--- src/rtl/shift_pkg.sv ---
package shift_pkg;

    typedef enum logic [2:0] {
        SHL_LOG = 3'b000,
        SHR_LOG = 3'b001,
        SHL_ARI = 3'b010,
        SHR_ARI = 3'b011,
        ROT_L   = 3'b100,
        ROT_R   = 3'b101,
        PASS_A  = 3'b110,
        PASS_B  = 3'b111
    } shift_op_e;

    typedef enum logic {
        ST_HOLD    = 1'b0,
        ST_CAPTURE = 1'b1
    } stage_e;

endpackage

--- src/rtl/shift_datapath.sv ---
module shift_datapath
    import shift_pkg::*;
#(
    parameter int W = 16
) (
    input  shift_op_e      op,
    input  logic [W-1:0]   din,
    output logic [W-1:0]   moved,
    output logic           lost_bit
);
    localparam int TOP = W - 1;

    always_comb begin
        moved    = din;
        lost_bit = 1'b0;
        unique case (op)
            SHL_LOG: begin
                moved    = {din[TOP-1:0], 1'b0};
                lost_bit = din[TOP];
            end
            SHR_LOG: begin
                moved    = {1'b0, din[TOP:1]};
                lost_bit = din[0];
            end
            SHL_ARI: begin
                moved    = {din[TOP], din[TOP-2:0], 1'b0};
                lost_bit = din[TOP-1];
            end
            SHR_ARI: begin
                moved    = {din[TOP], din[TOP:1]};
                lost_bit = din[0];
            end
            ROT_L: begin
                moved    = {din[TOP-1:0], din[TOP]};
                lost_bit = din[TOP];
            end
            ROT_R: begin
                moved    = {din[0], din[TOP:1]};
                lost_bit = din[0];
            end
            PASS_A, PASS_B: begin
                moved    = din;
                lost_bit = 1'b0;
            end
        endcase
    end
endmodule

--- src/rtl/shift_ovf_detect.sv ---
module shift_ovf_detect
    import shift_pkg::*;
#(
    parameter int W = 16
) (
    input  shift_op_e      op,
    input  logic [W-1:0]   din,
    output logic           sign_flip
);
    localparam int TOP = W - 1;

    always_comb begin
        unique case (op)
            SHL_ARI: sign_flip = din[TOP] ^ din[TOP-1];
            default: sign_flip = 1'b0;
        endcase
    end
endmodule

--- src/rtl/shift_unit.sv ---
module shift_unit
    import shift_pkg::*;
#(
    parameter int W = 16
) (
    input  logic           clk,
    input  logic           rst,
    input  logic           in_valid,
    input  logic [2:0]     op,
    input  logic [W-1:0]   din,
    output logic [W-1:0]   result,
    output logic           shout,
    output logic           ovf,
    output logic           out_valid
);
    shift_op_e     op_q;
    stage_e        stage;
    logic [W-1:0]  moved;
    logic          lost_bit;
    logic          sign_flip;

    assign op_q  = shift_op_e'(op);
    assign stage = in_valid ? ST_CAPTURE : ST_HOLD;

    shift_datapath #(.W(W)) u_path (
        .op       (op_q),
        .din      (din),
        .moved    (moved),
        .lost_bit (lost_bit)
    );

    shift_ovf_detect #(.W(W)) u_ovf (
        .op        (op_q),
        .din       (din),
        .sign_flip (sign_flip)
    );

    always_ff @(posedge clk) begin
        if (rst) begin
            out_valid <= 1'b0;
        end else begin
            out_valid <= in_valid;
        end
    end

    always_ff @(posedge clk) begin
        if (rst) begin
            result <= '0;
            shout  <= 1'b0;
            ovf    <= 1'b0;
        end else begin
            unique case (stage)
                ST_CAPTURE: begin
                    result <= moved;
                    shout  <= lost_bit;
                    ovf    <= sign_flip;
                end
                ST_HOLD: begin
                    result <= result;
                    shout  <= shout;
                    ovf    <= ovf;
                end
            endcase
        end
    end
endmodule

--- config.mk ---
export PLATFORM = sky130hd
export DESIGN_NAME = shift_unit
export DESIGN_NICKNAME = d
export VERILOG_FILES = /design/src/rtl/shift_pkg.sv /design/src/rtl/shift_datapath.sv /design/src/rtl/shift_ovf_detect.sv /design/src/rtl/shift_unit.sv
export SDC_FILE = /design/constraint.sdc
export NUM_CORES = 1
export LEC_CHECK = 0
export CORE_MARGIN = 5
export CORE_UTILIZATION = 43
export CTS_CLUSTER_SIZE = 30
export DETAILED_ROUTE_END_ITERATION = 12
export PLACE_DENSITY = 0.78
export SYNTH_ARGS = -nofsm -noshare
export SYNTH_HDL_FRONTEND = slang
export SYNTH_SLANG_ARGS = --single-unit
export TNS_END_PERCENT = 10
--- constraint.sdc ---
create_clock -name clk -period 1.56 [get_ports clk]
set_clock_uncertainty 0.1 [all_clocks]
set_input_delay 0.312 -clock clk [delete_from_list [all_inputs] [get_ports clk]]
set_output_delay 0.312 -clock clk [all_outputs]
set_load 0.005 [all_outputs]
# --- After elaboration in Yosys (flattened, before gate mapping) ---
# Cells that the tools add are included.
classes:
  n_eq_ne: 7
  muxes: 7
  bitwise: 1
  n_reduce_logical: 4
op_table:
  columns: ["operator", "count"]
  rows:
  - ["$pmux 16 s7", 1]
  - ["$mux 16", 1]
  - ["$eq 3x3->1 const B", 4]
  - ["$eq 3x2->1 const B", 2]
  - ["$mux 1", 4]
  - ["$pmux 1 s4", 1]
  - ["$reduce_or 2->1", 2]
  - ["$eq 3x1->1 const B", 1]
  - ["$logic_not 3->1", 1]
  - ["$reduce_or 3->1", 1]
  - ["$xor 1x1->1", 1]
word_totals:
  regBits: 19
  input_bits: 22
  output_inout_bits: 19
  wordCells: 23

# --- Depth between registers and ports, before layout ---
logic_depth:
  word_depth: 4
  depth_mapped: 5
  ltp_nobuf: 3

# --- Hierarchy ---
# Synthesis repeated with hierarchy kept, for this count alone.
unflattened:
  hier_cells: 124
  hier_area_um2: 1122.3
by_module_without_submodules:
  columns: ["module", "instances", "cells_per_inst", "area_per_inst_um2", "seq_area_each_um2"]
  rows:
  - ["shift_unit", 1, 60, 675.6, 380.4]
  - ["shift_datapath", 1, 62, 422.9, 0.0]
  - ["shift_ovf_detect", 1, 2, 23.8, 0.0]

# --- Worst setup path after synthesis ---
# Ideal clock, no wire load.
synth_timing:
  kind: "input-to-reg"
  startpoint: "in op[2]"
  endpoint: "reg shout"
  setup_time_ns: 0.070
  arrival_ns: 1.096
  required_ns: 1.390
  slack_ns: 0.293
  path_stages: 4
  path_buffers: 1
  path_cell_list: "buf_2 o21bai_1 a2111o_1 a21oi_1"
synth_between:
  elab_chain_len: 4
  word_cells_on_any_way: 13
  classes_between: "eq/ne (7); mux (2); reduce/logical (4)"
synth_rtl:
  columns: ["item", "line_no", "rtl"]
  rows:
  - ["start, declared", "shift_unit.sv:9", "input logic [2:0] op,"]
  - ["$eq 3x1->1, or another cell as far along", "shift_datapath.sv:16", "unique case (op)"]
  - ["$reduce_or 3->1 (no line), or another cell as far along", null, null]
  - ["$pmux 1 s4 (*)", "shift_datapath.sv:16", null]
  - ["$mux 1 (*)", "shift_unit.sv:52", "unique case (stage)"]
  - ["end signal, assigned", "shift_unit.sv:55", "shout <= lost_bit;"]
  - ["end signal, assigned", "shift_unit.sv:60", "shout <= shout;"]
  - ["end, declared", "shift_unit.sv:12", "output logic shout,"]
# Mark *: on every way between the ends. The rest lies on a longest branch, timed or not. The select of a mux whose other input is x is not followed.
# A chain may end at the register's enable or synchronous reset.

# --- Worst setup path in the final report ---
layout_timing:
  startpoint: "in op[0]"
  endpoint: "reg result[7]"
layout_between:
  elab_chain_len: 4
  word_cells_on_any_way: 11
  classes_between: "eq/ne (7); mux (2); reduce/logical (2)"
layout_rtl:
  columns: ["item", "line_no", "rtl"]
  rows:
  - ["$eq 3x3->1", "shift_datapath.sv:16", null]
  - ["$reduce_or 2->1", "shift_datapath.sv:16", null]
  - ["$pmux 16 s7 (*)", "shift_datapath.sv:16", null]
  - ["$mux 16 (*)", "shift_unit.sv:52", null]
  - ["end signal, assigned", "shift_unit.sv:54", "result <= moved;"]
  - ["end signal, assigned", "shift_unit.sv:59", "result <= result;"]
  - ["end, declared", "shift_unit.sv:11", "output logic [W-1:0] result,"]
# Marks and branches as above.

==> metrics.cfg <==
[timing]
slew_viol_final=0
worst_slew_pin_slew_ns=0.345
post-route-period-util_pct=98.2
rsz0062_at_grt=yes
finalSetupViolCount=0
hold_viol_final=0
tns_ns=0
relSlewSlack_pct=76.7
clock.fmax_mhz=652
min_period_ns=1.53

[clock_network]
numClockSinks=19
clkTransAtPathRegs_ns=0.12
root_buffer=clkbuf_4
holdBufCountCts=0
clk_latency_ns=0.29
htree_levels=1
cts_buffers=3
cts_tree=done
clk_path_buf_depth=2

[detailed_routing]
wirelength_mm=3.08
dr.pass1.iters=4
vias=1106
via_per_inst=5.42
drc_errors=0
drtAntennaViolNets=0
wire_per_inst_um=15.1
drt_iter0_drc=29

[yosys]
synth-compound-area-share_pct=22.2
ys_seq_area_share_pct=34.7
yosys.area_share.adder_pct=0
synth_edf_count=0
synthesis.instances=128
synth_warnings=0
synthDistinctLibCells=27
synth_area_um2=1090
ys.flop_type=dfxtp_1
synthMuxAreaShare_pct=14.4
synth_xor_area_share_pct=0.800
async_flop_share_pct=0
synth_top_family_by_area=compound AO/OA/AOI/OAI gates
syn_nets=150
avgSynthCellArea_um2=8.55
ys_ff_latch=19
synthSimpleGateAreaFrac_pct=21.5

[placed_design]
place_congestion=0.798
hpwl_mm=2.31
portBuffers=40

[layout]
area_delta_synth_final_pct=53.4
diodes=0
final_nets=197
drive_gt1_share_pct=28.7
nFillCells=219

[global_route]
grt_pass1_vias=1100
grt_first_pass_wirelength_mm=4.95
antenna_found_initial=0
track_usage_pct=17.1
gr-total-overflow=0
grt_max_degree=20

[job]
cap_violations=0

[setup_path]
cp-start-kind=input port
critPathCaptureType=flip-flop
crit_arrival_ns=1.61
path_max_fanout=11
path_class=in -> reg
critPathRequiredTime_ns=1.63

[floorplan]
pin_count=41
core_area_um2=2450
num_rows=18
die_w_um=60.5
start_util_pct=44.6
die_y_um=60.5
dieArea_um2=3660

[min_path]
hold_class=reg -> reg

[pwr]
p_leak_nw=0.826
powerDensity_nw_per_um2=659
max-vdd-ir-drop_mv=0.369
finalPower_mw=1.11

[status]
outcome=completed

[metrics by stage]
stage | hold slack [ns] | util, % | setup WS [ns] | instances | cell area, um^2
3_3_place_gp | 0.347 | 64.8 | -0.245 | 200 | 1590
6_report | 0.364 | 68.4 | 0.0274 | 204 | 1680
5_1_grt | 0.390 | 68.4 | -0.00561 | 204 | 1680
2_1_floorplan | 0.353 | - | 0.293 | 128 | 1090
4_1_cts | 0.371 | 66.2 | 0.000681 | 204 | 1620
3_5_place_dp | 0.355 | 64.8 | -0.290 | 200 | 1590
[path summary, 6_finish.rpt]
check	start	end	slack, ns	cells past startpoint
max	op[0]	result[7]$_SDFFE_PP0P_	0.03	5
min	shout$_SDFFE_PP0P_	shout$_SDFFE_PP0P_	0.36	2
max reg2reg	result[0]$_SDFFE_PP0P_	result[0]$_SDFFE_PP0P_	0.78	2
min reg2reg	shout$_SDFFE_PP0P_	shout$_SDFFE_PP0P_	0.36	2
[report_power, final]
part	internal, mW	switching (mW)
clock	0.0991	0.151
sequential	0.523	0.0143
combinational	0.189	0.130
[critical path: stages]
cell and delay (ns):
clkdlybuf4s50_1 0.50, buf_6 0.16, mux2_2 0.35, o211ai_1 0.19
a21oi_1 0.09
[cells in the final DEF (no fill, tap or decap), types with 2 or more instances in the layout]
master	count
nor2_1	3
a21oi_1	17
o211ai_1	14
nand3b_1	15
mux2_2	14
dlymetal6s2s_1	15
dfxtp_1	2
clkdlybuf4s50_1	24
buf_4	13
clkbuf_4	3
nand2_1	18
dfxtp_2	17
[flip-flops by register name (all words and copies together), names as in the netlist]
name	flops
result	16
shout	1
ovf	1
out_valid	1
[final cells by class]
| class | count | area (um^2) | share of cell area (%) |
|---|---|---|---|
| clock buffers | 4 | 26.3 | 1.56 |
| inverters | 1 | 3.75 | 0.224 |
| multi-input cells | 95 | 644 | 38.4 |
| flip-flops and latches | 19 | 402 | 23.9 |
| well taps | 30 | 37.5 | 2.24 |
| repair buffers | 55 | 566 | 33.7 |
[cell usage after synthesis (3+ instances only)]
master | count | share of area [%]
nand2_1 | 18 | 6.2
o211ai_1 | 14 | 9.6
clkbuf_1 | 3 | 1.0
mux2_2 | 14 | 14
dfxtp_1 | 19 | 35
buf_2 | 5 | 2.3
nand3b_1 | 15 | 10
buf_1 | 3 | 1.0
a21oi_1 | 17 | 7.8
nor2_1 | 3 | 1.0
[routing by layer]
layer,wire [um],global-route usage [%]
met3,247,3.19
met5,0,0
met4,11,1.86
met2,1480,29.8
met1,1340,22.9
[cell families after synthesis]
logic type	after synthesis
AOI/OAI and AO/OA	37
xor gates and xnor gates	1
buffers and inverters	14
DFF	19
muxes	14
and+or+nand+nor	43
[repair_timing]
action | CTS | global route
resized for setup | 7 | 27
setup buffers | 0 | 0
pin swaps | 0 | 0
endpoints found under the setup margin | 7 | 20
No activity file was read; power rests on OpenSTA's default activity.
